--- src/rtl/roiScanPkg.sv ---
package roiScanPkg;

  // strobes from the sequencing control to the address datapath
  typedef struct packed {
    logic clearWin;  // restart at region 0
    logic nextWin;   // move to the next region index
    logic loadWin;   // load both axes with the current region start
    logic stepRow;   // next kept row, column back to start
    logic stepCol;   // next kept column
  } scanStrobe_t;

  typedef enum logic [1:0] {
    ST_IDLE = 2'd0,
    ST_SEEK = 2'd1,
    ST_SCAN = 2'd2
  } scanState_t;

endpackage

--- src/rtl/roiAxisStep.sv ---
module roiAxisStep #(
  parameter int W = 10
) (
  input  logic         clk,
  input  logic         rstN,
  input  logic         load,
  input  logic         step,
  input  logic         subEn,
  input  logic         subColor,
  input  logic [W-1:0] startVal,
  input  logic [W-1:0] stopVal,
  output logic [W-1:0] cur,
  output logic         last
);

  logic [W-1:0] curQ;
  logic         phaseQ;   // color rhythm: 0 = first of a kept pair
  logic [W+1:0] stepAmt;
  logic [W+1:0] nextVal;

  always_comb begin
    if (!subEn)         stepAmt = (W+2)'(1);
    else if (!subColor) stepAmt = (W+2)'(2);
    else if (phaseQ)    stepAmt = (W+2)'(3);
    else                stepAmt = (W+2)'(1);
    nextVal = {2'b00, curQ} + stepAmt;
    last    = nextVal > {2'b00, stopVal};
  end

  always_ff @(posedge clk or negedge rstN) begin
    if (!rstN) begin
      curQ   <= '0;
      phaseQ <= 1'b0;
    end else if (load) begin
      curQ   <= startVal;
      phaseQ <= 1'b0;
    end else if (step) begin
      curQ   <= nextVal[W-1:0];
      phaseQ <= subEn & subColor & ~phaseQ;
    end
  end

  assign cur = curQ;

  AST_STEP_FORWARD: assert property (@(posedge clk) disable iff (!rstN)
    (step && !load) |=> (curQ > $past(curQ)));

endmodule

--- src/rtl/roiScanPath.sv ---
module roiScanPath import roiScanPkg::*; #(
  parameter int ROWS    = 1024,
  parameter int COLS    = 1280,
  parameter int NUM_WIN = 4
) (
  input  logic                                clk,
  input  logic                                rstN,
  input  scanStrobe_t                         strobe,
  input  logic [$clog2(NUM_WIN)-1:0]          winCountSel,
  input  logic                                subEn,
  input  logic                                subColor,
  input  logic [NUM_WIN*$clog2(ROWS)-1:0]     rowStartCfg,
  input  logic [NUM_WIN*$clog2(ROWS)-1:0]     rowStopCfg,
  input  logic [NUM_WIN*$clog2(COLS)-1:0]     colStartCfg,
  input  logic [NUM_WIN*$clog2(COLS)-1:0]     colStopCfg,
  output logic [$clog2(ROWS)-1:0]             rowAddr,
  output logic [$clog2(COLS)-1:0]             colAddr,
  output logic [$clog2(NUM_WIN)-1:0]          winIdx,
  output logic                                colLast,
  output logic                                rowLast,
  output logic                                curEmpty,
  output logic                                laterActive
);

  localparam int RW = $clog2(ROWS);
  localparam int CW = $clog2(COLS);
  localparam int IW = $clog2(NUM_WIN);
  localparam logic [RW-1:0] ROW_MAX = RW'(ROWS - 1);
  localparam logic [CW-1:0] COL_MAX = CW'(COLS - 1);

  logic [RW-1:0] rStartArr [NUM_WIN];
  logic [RW-1:0] rStopArr  [NUM_WIN];
  logic [CW-1:0] cStartArr [NUM_WIN];
  logic [CW-1:0] cStopArr  [NUM_WIN];
  logic [NUM_WIN-1:0] nonEmpty;
  logic [NUM_WIN-1:0] laterMask;
  logic [IW-1:0] winIdxQ;

  // per-region clamp and emptiness
  for (genvar i = 0; i < NUM_WIN; i++) begin : gWin
    logic [RW-1:0] rawRowStop;
    logic [CW-1:0] rawColStop;
    assign rStartArr[i] = rowStartCfg[i*RW +: RW];
    assign cStartArr[i] = colStartCfg[i*CW +: CW];
    assign rawRowStop   = rowStopCfg[i*RW +: RW];
    assign rawColStop   = colStopCfg[i*CW +: CW];
    assign rStopArr[i]  = (rawRowStop > ROW_MAX) ? ROW_MAX : rawRowStop;
    assign cStopArr[i]  = (rawColStop > COL_MAX) ? COL_MAX : rawColStop;
    assign nonEmpty[i]  = (IW'(i) <= winCountSel) &&
                          (rStartArr[i] <= rStopArr[i]) &&
                          (cStartArr[i] <= cStopArr[i]);
    assign laterMask[i] = IW'(i) > winIdxQ;
  end

  always_ff @(posedge clk or negedge rstN) begin
    if (!rstN)                winIdxQ <= '0;
    else if (strobe.clearWin) winIdxQ <= '0;
    else if (strobe.nextWin)  winIdxQ <= winIdxQ + IW'(1);
  end

  assign curEmpty    = ~nonEmpty[winIdxQ];
  assign laterActive = |(nonEmpty & laterMask);
  assign winIdx      = winIdxQ;

  roiAxisStep #(.W(RW)) uRowAxis (
    .clk      (clk),
    .rstN     (rstN),
    .load     (strobe.loadWin),
    .step     (strobe.stepRow),
    .subEn    (subEn),
    .subColor (subColor),
    .startVal (rStartArr[winIdxQ]),
    .stopVal  (rStopArr[winIdxQ]),
    .cur      (rowAddr),
    .last     (rowLast)
  );

  roiAxisStep #(.W(CW)) uColAxis (
    .clk      (clk),
    .rstN     (rstN),
    .load     (strobe.loadWin | strobe.stepRow),
    .step     (strobe.stepCol),
    .subEn    (subEn),
    .subColor (subColor),
    .startVal (cStartArr[winIdxQ]),
    .stopVal  (cStopArr[winIdxQ]),
    .cur      (colAddr),
    .last     (colLast)
  );

  AST_NEXT_WIN_FORWARD: assert property (@(posedge clk) disable iff (!rstN)
    (strobe.nextWin && !strobe.clearWin) |=> (winIdxQ > $past(winIdxQ)));

  AST_LOAD_NONEMPTY: assert property (@(posedge clk) disable iff (!rstN)
    strobe.loadWin |-> nonEmpty[winIdxQ]);

endmodule

--- src/rtl/roiScanCtrl.sv ---
module roiScanCtrl import roiScanPkg::*; (
  input  logic        clk,
  input  logic        rstN,
  input  logic        frameStart,
  input  logic        advance,
  input  logic        colLast,
  input  logic        rowLast,
  input  logic        curEmpty,
  input  logic        laterActive,
  output scanStrobe_t strobe,
  output logic        addrValid,
  output logic        endOfRow,
  output logic        endOfFrame
);

  scanState_t stateQ, stateD;

  always_comb begin
    strobe = '0;
    stateD = stateQ;
    case (stateQ)
      ST_IDLE: begin
        if (frameStart) begin
          strobe.clearWin = 1'b1;
          stateD          = ST_SEEK;
        end
      end
      ST_SEEK: begin
        if (!curEmpty) begin
          strobe.loadWin = 1'b1;
          stateD         = ST_SCAN;
        end else if (laterActive) begin
          strobe.nextWin = 1'b1;
        end else begin
          stateD = ST_IDLE;
        end
      end
      ST_SCAN: begin
        if (advance) begin
          if (!colLast) begin
            strobe.stepCol = 1'b1;
          end else if (!rowLast) begin
            strobe.stepRow = 1'b1;
          end else if (laterActive) begin
            strobe.nextWin = 1'b1;
            stateD         = ST_SEEK;
          end else begin
            stateD = ST_IDLE;
          end
        end
      end
      default: stateD = ST_IDLE;
    endcase
  end

  always_ff @(posedge clk or negedge rstN) begin
    if (!rstN) stateQ <= ST_IDLE;
    else       stateQ <= stateD;
  end

  assign addrValid  = (stateQ == ST_SCAN);
  assign endOfRow   = addrValid & colLast;
  assign endOfFrame = addrValid & colLast & rowLast & ~laterActive;

  AST_ONE_STROBE: assert property (@(posedge clk) disable iff (!rstN)
    $onehot0(strobe));

  AST_IDLE_AFTER_EOF: assert property (@(posedge clk) disable iff (!rstN)
    (endOfFrame && advance) |=> !addrValid);

  AST_FS_IGNORED: assert property (@(posedge clk) disable iff (!rstN)
    (addrValid && frameStart && !advance) |=> addrValid);

endmodule

--- src/rtl/roiScanGen.sv ---
module roiScanGen import roiScanPkg::*; #(
  parameter int ROWS    = 1024,
  parameter int COLS    = 1280,
  parameter int NUM_WIN = 4
) (
  input  logic                            clk,
  input  logic                            rstN,
  input  logic                            frameStart,
  input  logic                            advance,
  input  logic [$clog2(NUM_WIN)-1:0]      winCountSel,
  input  logic                            subEn,
  input  logic                            subColor,
  input  logic [NUM_WIN*$clog2(ROWS)-1:0] rowStartCfg,
  input  logic [NUM_WIN*$clog2(ROWS)-1:0] rowStopCfg,
  input  logic [NUM_WIN*$clog2(COLS)-1:0] colStartCfg,
  input  logic [NUM_WIN*$clog2(COLS)-1:0] colStopCfg,
  output logic [$clog2(ROWS)-1:0]         rowAddr,
  output logic [$clog2(COLS)-1:0]         colAddr,
  output logic [$clog2(NUM_WIN)-1:0]      winIdx,
  output logic                            addrValid,
  output logic                            endOfRow,
  output logic                            endOfFrame
);

  scanStrobe_t strobe;
  logic colLast, rowLast, curEmpty, laterActive;

  roiScanCtrl uCtrl (
    .clk         (clk),
    .rstN        (rstN),
    .frameStart  (frameStart),
    .advance     (advance),
    .colLast     (colLast),
    .rowLast     (rowLast),
    .curEmpty    (curEmpty),
    .laterActive (laterActive),
    .strobe      (strobe),
    .addrValid   (addrValid),
    .endOfRow    (endOfRow),
    .endOfFrame  (endOfFrame)
  );

  roiScanPath #(.ROWS(ROWS), .COLS(COLS), .NUM_WIN(NUM_WIN)) uPath (
    .clk         (clk),
    .rstN        (rstN),
    .strobe      (strobe),
    .winCountSel (winCountSel),
    .subEn       (subEn),
    .subColor    (subColor),
    .rowStartCfg (rowStartCfg),
    .rowStopCfg  (rowStopCfg),
    .colStartCfg (colStartCfg),
    .colStopCfg  (colStopCfg),
    .rowAddr     (rowAddr),
    .colAddr     (colAddr),
    .winIdx      (winIdx),
    .colLast     (colLast),
    .rowLast     (rowLast),
    .curEmpty    (curEmpty),
    .laterActive (laterActive)
  );

  AST_ROW_BOUND: assert property (@(posedge clk) disable iff (!rstN)
    addrValid |-> (int'(rowAddr) < ROWS));
  AST_COL_BOUND: assert property (@(posedge clk) disable iff (!rstN)
    addrValid |-> (int'(colAddr) < COLS));
  AST_WIN_ACTIVE: assert property (@(posedge clk) disable iff (!rstN)
    addrValid |-> (winIdx <= winCountSel));
  AST_HOLD_STALL: assert property (@(posedge clk) disable iff (!rstN)
    (addrValid && !advance) |=> (addrValid && $stable(rowAddr) &&
                                 $stable(colAddr) && $stable(winIdx)));
  AST_EOF_ON_ROW_END: assert property (@(posedge clk) disable iff (!rstN)
    endOfFrame |-> endOfRow);

endmodule

--- config.mk ---
export PLATFORM = sky130hd
export DESIGN_NAME = roiScanGen
export DESIGN_NICKNAME = d
export VERILOG_FILES = /design/src/rtl/roiScanPkg.sv /design/src/rtl/roiAxisStep.sv /design/src/rtl/roiScanPath.sv /design/src/rtl/roiScanCtrl.sv /design/src/rtl/roiScanGen.sv
export SDC_FILE = /design/constraint.sdc
export NUM_CORES = 1
export LEC_CHECK = 0
export ABC_AREA = 1
export BUFFER_PORTS_ARGS = -buffer_cell sky130_fd_sc_hd__buf_2
export CAP_MARGIN = 20
export CORE_MARGIN = 5
export CORE_UTILIZATION = 53
export CTS_CLUSTER_SIZE = 20
export DETAILED_ROUTE_END_ITERATION = 12
export GPL_ROUTABILITY_DRIVEN = 0
export PLACE_DENSITY = 0.84
export SLEW_MARGIN = 10
export SYNTH_ARGS = -nofsm -noshare
export SYNTH_HDL_FRONTEND = slang
export SYNTH_SLANG_ARGS = --single-unit
--- constraint.sdc ---
create_clock -name clk -period 4.3 [get_ports clk]
set_input_delay 0.645 -clock clk [delete_from_list [all_inputs] [get_ports clk]]
set_output_delay 0.645 -clock clk [all_outputs]
set_load 0.02 [all_outputs]
==> impl_results.md <==
* Final critical-path share of the clock period at 0.9664
* Layout fillers at 1054
* Transition time at the pin with the least slew margin at 0.6430 ns
* Clock tree root buffer cell: clkbuf_16
* Cell leakage power at 4.118 nW
* I/O Buffers at ~200
* Cells after synthesis at about 980
* Floorplan die height at 116.3 µm
* Number of sinks handled by clock tree synthesis at 27
* Clock buffer depth at 2
* Ordered list of cells on the worst path: buf_4, inv_2, or2_4, ha_4, fa_2, nand2_2, inv_2, nand4_1, nand3b_1, xor2_1, inv_1, ha_4, nand2_1, o21bai_1, nand2_1, nand3_1, nand2_1, inv_1, nand2_1, nand2_2, nor4_2, buf_4
* Total congestion overflow after global routing at 0
* Final core utilization at 0.6658
* H-Tree Depth at 1
* Classification of the worst-slack hold path: in2async
* Pwr/cell area at 422.9 nW/µm²
* Routed wire length per instance at 15.62 µm
* Commonest cells in the synthesized netlist: nand2_1, nor2_1, inv_1
* Antenna violation net count after detailed routing at 0
* DRC violation count after routing at 0
* Delay of the slowest cell on the worst path at approximately 0.38 ns
* Worst ir drop on vdd at between 300 and 400 µV
* Syn nets at 1273
* DR vias/cell at between 5 and 6
* Biggest area consumer among synthesized cells: ha_1
* Initial antenna violation count at 0
* Area of the core at ~11000 µm²
* Final-layout setup total negative slack at 0 ns
* Final-report hold violation count at 0
* Worst-case headroom to the max-slew limit at 0.5714
* Run status: finished clean
* Syn Area/Cell at 6.119 µm²
* Share of synthesized flip-flops with an asynchronous set or reset at 1.000
* Clock-pin transition on the worst setup and hold timing paths at 0.07 ns
* Vias in the first global route at 6724
* N_diodes at 0
* Worst Path Arrival at ~3.5 ns
* I/O pin cnt at 202
* Largest cells by area after synthesis: ha_1, nand2_1, dfrtp_1
* Cell with the largest stage delay on the worst path: fa_2
* Share of final-layout standard cells stronger than drive strength 1 at 0.2186
* Post-synthesis to final-layout area growth at 21.53%
* Clock tree from TritonCTS: yes
* Worst Setup Path Type: in2out
* Overall die area at 13530 µm²
* # rows at 38
* Post-synth EDFFs at 0
* Count of buffering cells on the critical path with inverters included at 6
* Die width at 116.3 µm
* Clock latency on the worst-skew pair at 0.26 ns
* Total number of nets in the final design at about 1.5k
* Detailed placement HPWL at around 17000 µm
* MaxCap Viol Count at 0
* Number of DRC markers in iteration 0 at between 600 and 700
* Dominant cell type by count on the critical path: nand2_1
* Final Instance Area at 7281 µm²
* Skew final at slightly below 0.003 ns
* TritonCTS Buffers at 3
* Prevailing post-synth register cell: dfrtp_1
* Length of the first detailed-routing pass in iterations at 6
* Worst Path Required at 3.65 ns
* Final Setup Violations at 0
* Proportion of netlist area held by the largest area contributor at 0.2423
* Gate family responsible for the most delay along the worst path: simple AND/OR/NAND/NOR gates
* Most common cell in the synthesized netlist: nand2_1
* CP Max Fanout at 3
* Startpoint Class: input pin
* Smallest setup slack after layout at 0.1444 ns
* FMAX at ~240 MHz
* Post-synthesis register bit count at 27
* Setup crit end kind: output port
* Total count of max-transition violations in the final report at 0
* Sequential-to-total area share from yosys stat at 0.1128
* Vias after detailed routing at about 7.4k
* Area post-placement at 7104 µm²
* Overall routed net length at 20340 µm
* Design Power at 0.003079 W
* Initial standard-cell utilization of the core at 0.5478
* Global routing usage summed across all routing layers at 0.2906
* Final worst path period need at 4.156 ns
* Largest net degree at the start of global routing at 53
* Worst setup slack after placement at -0.04506 ns
* Warnings from Yosys at 0
* Unique cell type count in the Yosys netlist at 41
* Wire length of the first global-routing pass at 31820 µm
* Synth Cell Area at 5991 µm²
==> cell type report <==
class | count | area [µm²] | area share
flip-flops and latches | 27 | 676.9 | 0.09297
well taps | 140 | 175.2 | 0.02406
inverters | 125 | 469.2 | 0.06444
repair buffers | 219 | 1161 | 0.1595
multi-input cells | 787 | 4720 | 0.6482
clock buffers | 4 | 78.83 | 0.01083
==> final timing paths <==
path | start | to | slack [ns] | cells after the start
max | subEn | endOfFrame | 0.14 | 22
min | rstN | uPath.uColAxis.cur[9] | 0.40 | 1
max reg2reg | uPath.uColAxis.phaseQ | uPath.uColAxis.cur[10] | 0.79 | 24
min reg2reg | uPath.uColAxis.phaseQ | uPath.uColAxis.phaseQ | 0.54 | 2
max in group asynchronous | rstN | uPath.winIdx[0] | 3.44 | 1
min in group clk | uPath.uColAxis.phaseQ | uPath.uColAxis.phaseQ | 0.54 | 2
==> cells by family after synthesis <==
logic type | share of synthesized area
compound gates | 0.1934
buf+inv | 0.1105
simple gates | 0.3154
flops | 0.1128
fa+ha+maj | 0.2490
xor+xnor | 0.01901
==> repair_timing <==
| item | CTS | global route |
|---|---|---|
| hold buffers | 0 | 0 |
| pin swaps | 0 | 7 |
| gates resized for setup | 2 | 16 |
| endpoints found under the setup margin | 2 | 13 |
| setup buffers | 0 | 4 |
==> power by group <==
group          switching (W)  leakage, nW  total (W)  internal, W
logic                0.00145         3.75    0.00233     0.000879
registers           0.000166        0.325   0.000535     0.000369
clock network      0.0000875       0.0382   0.000215     0.000127
total                0.00170         4.12    0.00308      0.00137
==> worst reg2reg max path: stages, from the launching register on <==
cell      delay [ns]
dfrtp_1         0.35
inv_1           0.06
a21oi_2         0.19
fa_2            0.26
nand2_2         0.07
inv_2           0.07
nand4_1         0.09
nand3b_1        0.24
nor3b_2         0.21
xor2_1          0.22
ha_1            0.29
a21oi_1         0.14
nand2_1         0.07
inv_1           0.05
nand2_1         0.04
inv_1           0.05
nand2_1         0.06
nand2_2         0.09
buf_4           0.14
nor2_4          0.04
nand3_2         0.11
nand2_4         0.08
inv_2           0.31
nand3_1         0.14
nand3_1         0.11
==> state kept, by name (all words and copies together) (netlist names) <==
register / flops
uCtrl.stateQ: 2
uPath.uRowAxis.cur: 10
uPath.uColAxis.cur: 11
uPath.winIdx: 2
uPath.uColAxis.phaseQ: 1
uPath.uRowAxis.phaseQ: 1
==> per-stage QoR <==
step / cells / hold slack [ns]
after floorplan: 979 / 0.3494
after global placement: 1294 / 0.5233
after detailed placement: 1294 / 0.5250
after CTS: 1298 / 0.4131
after global routing: 1302 / 0.4465
final: 1302 / 0.3978
==> layer usage <==
metal / track usage / up-vias / routed length (µm)
li1: - / 3644 / -
met1: 0.4029 / 3327 / 8568
met2: 0.4741 / 364 / 9173
met3: 0.04197 / 53 / 2082
met4: 0.07502 / 0 / 511
met5: 0 / - / 0
==> cells in the final DEF (no fill, tap or decap), drive strengths merged, types with 27 or more instances in the layout <==
cell,synthesis,final
inv,124,124
o22ai,28,28
nand2,203,203
dfrtp,27,27
nand3,62,62
ha,116,116
a21oi,59,59
o21ai,88,88
nor2,143,143
buf,12,219
Power figures use the tool's default switching activity.
